$ cat src/rtl/phy_pwr_seq.sv
module phy_pwr_seq #(
  parameter int POLL_US    = 10,
  parameter int TIMEOUT_US = 1000
) (
  input  logic clk,
  input  logic rst_n,
  input  logic cmd_init,
  input  logic cmd_on,
  input  logic cmd_off,
  input  logic cmd_exit,
  input  logic mode_lvds,
  input  logic slave,
  input  logic pll_lock,
  input  logic tick_us,
  output logic pll_pd,
  output logic lane_pd,
  output logic lvds_en,
  output logic div_clr,
  output logic busy,
  output logic done,
  output logic err
);
  localparam int NPOLL = TIMEOUT_US / POLL_US;
  localparam int SW = (POLL_US > 1) ? $clog2(POLL_US) : 1;
  localparam int PW = (NPOLL > 1) ? $clog2(NPOLL) : 1;

  typedef enum logic [3:0] {
    S_IDLE, S_INIT1, S_INIT2, S_ON_PLL, S_WAIT, S_ON_LANE,
    S_LV_EN, S_LV_LANE, S_LV_PLL, S_OFF1, S_OFF2, S_EXIT, S_FAIL
  } st_t;

  st_t           st;
  logic          mode_q, slave_q;
  logic [SW-1:0] sub;
  logic [PW-1:0] polls;

  assign busy = (st != S_IDLE);

  always_ff @(posedge clk or negedge rst_n) begin
    if (!rst_n) begin
      st      <= S_IDLE;
      pll_pd  <= 1'b1;
      lane_pd <= 1'b1;
      lvds_en <= 1'b0;
      div_clr <= 1'b0;
      done    <= 1'b0;
      err     <= 1'b0;
      mode_q  <= 1'b0;
      slave_q <= 1'b0;
      sub     <= '0;
      polls   <= '0;
    end else begin
      done    <= 1'b0;
      div_clr <= 1'b0;
      case (st)
        S_IDLE: begin
          mode_q  <= mode_lvds;
          slave_q <= slave;
          if (cmd_off)       st <= S_OFF1;
          else if (cmd_init) st <= S_INIT1;
          else if (cmd_exit) st <= S_EXIT;
          else if (cmd_on) begin
            err <= 1'b0;
            st  <= mode_lvds ? S_LV_EN : S_ON_PLL;
          end
        end
        S_INIT1: begin pll_pd <= 1'b1; st <= S_INIT2; end
        S_INIT2: begin lane_pd <= 1'b1; done <= 1'b1; st <= S_IDLE; end
        S_ON_PLL: begin
          pll_pd <= 1'b0;
          sub    <= '0;
          polls  <= '0;
          st     <= S_WAIT;
        end
        S_WAIT: if (tick_us) begin
          if (sub == SW'(POLL_US - 1)) begin
            sub <= '0;
            if (pll_lock) begin
              if (mode_q) begin done <= 1'b1; st <= S_IDLE; end
              else st <= S_ON_LANE;
            end else if (polls == PW'(NPOLL - 1)) st <= S_FAIL;
            else polls <= polls + 1'b1;
          end else sub <= sub + 1'b1;
        end
        S_ON_LANE: begin lane_pd <= 1'b0; done <= 1'b1; st <= S_IDLE; end
        S_LV_EN:   begin lvds_en <= 1'b1; st <= S_LV_LANE; end
        S_LV_LANE: begin lane_pd <= 1'b0; st <= S_LV_PLL; end
        S_LV_PLL: begin
          pll_pd <= 1'b0;
          sub    <= '0;
          polls  <= '0;
          if (slave_q) begin done <= 1'b1; st <= S_IDLE; end
          else st <= S_WAIT;
        end
        S_OFF1: begin pll_pd <= 1'b1; st <= S_OFF2; end
        S_OFF2: begin
          lane_pd <= 1'b1;
          if (mode_q) lvds_en <= 1'b0;
          done <= 1'b1;
          st   <= S_IDLE;
        end
        S_EXIT: begin div_clr <= 1'b1; done <= 1'b1; st <= S_IDLE; end
        S_FAIL: begin pll_pd <= 1'b1; err <= 1'b1; st <= S_IDLE; end
        default: st <= S_IDLE;
      endcase
    end
  end

  // lanes are powered down only after the PLL already is
  p_lane_off_after_pll_r2: assert property (@(posedge clk) disable iff (!rst_n)
    $rose(lane_pd) |-> pll_pd);
  // MIPI lanes are released only while the PLL runs
  p_mipi_lane_after_pll_r3: assert property (@(posedge clk) disable iff (!rst_n)
    ($fell(lane_pd) && !mode_q) |-> !pll_pd);
  // LVDS lanes are released only with the LVDS enable set
  p_lvds_en_first_r5: assert property (@(posedge clk) disable iff (!rst_n)
    ($fell(lane_pd) && mode_q) |-> lvds_en);
  p_exit_pulse_r8: assert property (@(posedge clk) disable iff (!rst_n)
    div_clr |=> !div_clr);
  p_fail_pll_off_r9: assert property (@(posedge clk) disable iff (!rst_n)
    $rose(err) |-> (pll_pd && !done));
  p_done_idle_r10: assert property (@(posedge clk) disable iff (!rst_n)
    done |-> !busy);
endmodule

$ cat config.mk
export PLATFORM = sky130hd
export DESIGN_NAME = phy_pwr_seq
export DESIGN_NICKNAME = d
export VERILOG_FILES = /design/src/rtl/phy_pwr_seq.sv
export SDC_FILE = /design/constraint.sdc
export NUM_CORES = 1
export LEC_CHECK = 0
export BUFFER_PORTS_ARGS = -buffer_cell sky130_fd_sc_hd__buf_2
export CELL_PAD_IN_SITES_DETAIL_PLACEMENT = 0
export CELL_PAD_IN_SITES_GLOBAL_PLACEMENT = 1
export CORE_UTILIZATION = 43
export DETAILED_ROUTE_END_ITERATION = 16
export GPL_TIMING_DRIVEN = 0
export PLACE_DENSITY = 0.89
export SLEW_MARGIN = 30
export SYNTH_ARGS = -nofsm -noshare
export SYNTH_HDL_FRONTEND = slang
export SYNTH_SLANG_ARGS = --single-unit
$ cat constraint.sdc
create_clock -name clk -period 2.3 [get_ports clk]
set_input_delay 0.345 -clock clk [delete_from_list [all_inputs] [get_ports clk]]
set_output_delay 0.345 -clock clk [all_outputs]
set_load 0.01 [all_outputs]
==> results_dict.tcl <==
set metrics [dict create \
    io_buffer_count 16 \
    post_cts_buffers 0 \
    synth.distinct_cells 36 \
    critPathArrivalTime_ps 1780 \
    endpoint_kind "output pin" \
    grt_setup_unrepaired "no" \
    drc_errors 0 \
    dieHeight_um 59.6 \
    synthTopCellsByCount "dfrtp_1 (21), o21ai_0 (18), a21oi_1 (17), nor2_1 (17), nand2_1 (16)" \
    clk_pin_slew_worst_paths_ps 140 \
    routedWlPerCell_um 14.7 \
    antenna_cells 0 \
    gp_congestion 0.874 \
    ir_drop_mv 0.505 \
    slowest_delay_ps 550 \
    dieArea_um2 3560 \
    worstPathCellList "buf_6 > nor4_1 > inv_1 > buf_2" \
    worst_pin_slew_ps 608 \
    cts_sinks 23 \
    core_area_um2 3100 \
    ant_nets 0 \
    h-tree-depth 1 \
    die_w_um 59.6 \
    critPathRequiredTime_ps 1960 \
    netlist_area_um2 1430 \
    post-dp-hpwl_mm 2.59 \
    maxCapViolations 0 \
    ys_seq_elements 23 \
    cts_buffers 3 \
    worstSetupPathType "flop to output pin" \
    slew_viol_final 0 \
    place_area_um2 1560 \
    fin_crit_sh 0.923 \
    synth_top_area_frac 0.368 \
    p_per_area_nw_per_um2 997 \
    setup_viol 0 \
    p_leak_nw 0.673 \
    layout_min_cycle_time_ps 2120 \
    vias_per_cell 5.96 \
    fin_util 0.513 \
    globalRoute.totalOverflow 0 \
    syn_inst 173 \
    cts_resized 0 \
    syn_to_final_growth_pct 11.3 \
    cts_root_buf "clkbuf_4" \
    hold_viol_final 11 \
    synthFlopType "dfrtp_1" \
    synth_seq_area_share 0.405 \
    cts_tree "done" \
    wl_mm 3.49 \
    hold_path.class "input pin to async pin" \
    crit_family "simple AND/OR/NAND/NOR gates" \
    grt_pass1_vias 1410 \
    ys_warn_count 0 \
    synth-edff-count 0 \
    ioPinCount 17 \
    grt_max_degree 24 \
    drtIter0Drc 136 \
    stdcell_area_um2 1590 \
    outcome "finished, violations left" \
    antenna_found_initial 0 \
    clockBufferDepth 2 \
    cp_slowest_cell "nor4_1" \
    syn_area_per_cell_um2 8.26 \
    row_count 20 \
    slew_headroom 0.591 \
    async_flop_share 1.00 \
    grt.total_usage 0.230 \
    nets 207 \
    holdWs_ps -14.8 \
    dr.pass1.iters 4 \
    max_freq_mhz 471 \
    crit_fanout 9 \
    violations "negative hold slack" \
    path_buf_inv 3 \
    grt_pass1_wl_mm 6.24 \
    yosys-top-cells-area "dfrtp_1 (37%), o21ai_0 (6.3%), a21oi_1 (6.0%)" \
    vias 1413 \
    start_util 0.460 \
    finClkSkew_ps 11.3 \
    drive_gt1_frac 0.135 \
    setup_tns_ps 0 \
    synthesis.nets 186 \
    insertion_delay_ps 320 \
    final.fill_count 321 \
    synth.most_common_cell "dfrtp_1" \
    cts_hold_buf 0 \
    synth_top_cell_by_area "dfrtp_1" \
    critPathLaunchType "flop" \
]
[worst paths after layout]
kind | start | end | slack (ps) | cells after the start
max | st[3] | busy | 180 | 4
min | rst_n | polls[5] | -10 | 1
max reg2reg | st[1] | polls[6] | 200 | 6
min reg2reg | lane_pd | lane_pd | 530 | 2
max in group asynchronous | rst_n | pll_pd | 1930 | 1
min in group clk | slave | slave_q | 220 | 3
[cell families after synthesis]
kind of cell | Yosys count | share of synthesized area
AOI/OAI and AO/OA | 55 | 0.240
adders and majority gates | 3 | 0.0263
and+or+nand+nor | 78 | 0.286
buffers and inverters | 14 | 0.0429
DFF | 23 | 0.405
[report_power, final]
group          switching (mW)  internal (mW)  total (mW)  leakage, nW
combinational           0.487          0.294       0.781        0.354
clock                   0.126         0.0678       0.194       0.0150
sequential             0.0987          0.512       0.611        0.303
total                   0.712          0.874        1.59        0.673
[area by class of cell]
class | count | area [um^2] | share of cell area
Timing Repair Buffer | 16 | 80.1 | 0.0504
Buffer | 9 | 42.5 | 0.0268
Clock buffer | 4 | 26.3 | 0.0165
Inverter | 5 | 18.8 | 0.0118
Tap cell | 44 | 55.1 | 0.0346
Multi-Input combinational cell | 136 | 790 | 0.496
Sequential cell | 23 | 578 | 0.363
[cell usage in the layout (no fill, tap or decap), types with 2 or more instances in the layout]
cell type / instances
dfrtp_1: 21
o21ai_0: 18
a21oi_1: 17
nor2_1: 17
nand2_1: 16
buf_2: 16
nor3_1: 9
clkbuf_1: 8
nand3_1: 8
nor2b_1: 6
inv_1: 5
nand4_1: 5
a41oi_1: 4
and3_1: 3
o31ai_1: 3
ha_1: 3
clkbuf_4: 3
a21o_1: 2
o211ai_1: 2
nor4_1: 2
and2_1: 2
o2111ai_1: 2
o41ai_1: 2
a31oi_1: 2
or3_1: 2
nand2b_1: 2
dfstp_2: 2
[registers in the layout, indices dropped and copies added, names as in the netlist]
register,flops
polls,7
done,1
st,4
mode_q,1
pll_pd,1
err,1
sub,4
div_clr,1
slave_q,1
lvds_en,1
lane_pd,1
[worst reg2reg max path: stages, from the launching register on]
cell	delay (ps)
dfrtp_1	380
clkbuf_2	160
or4b_4	560
nor3_4	290
and3_1	260
nand4_1	140
o41ai_2	230
[through the flow]
stage               power (mW)  instances  setup slack [ps]
floorplan                 1.17        173               382
global placement          1.36        233               258
detailed placement        1.39        233               187
CTS                       1.59        237               152
global route              1.73        237              39.0
finish                    1.59        237               177
[metal layers]
layer  part of all wire  track usage  vias to the layer above
li1                   -            -                      683
met1               0.45        0.286                      682
met2               0.51        0.403                       42
met3              0.035       0.0262                        6
met4             0.0097       0.0897                        0
met5                  0            0                        -
(Power assumes the default switching activity.)
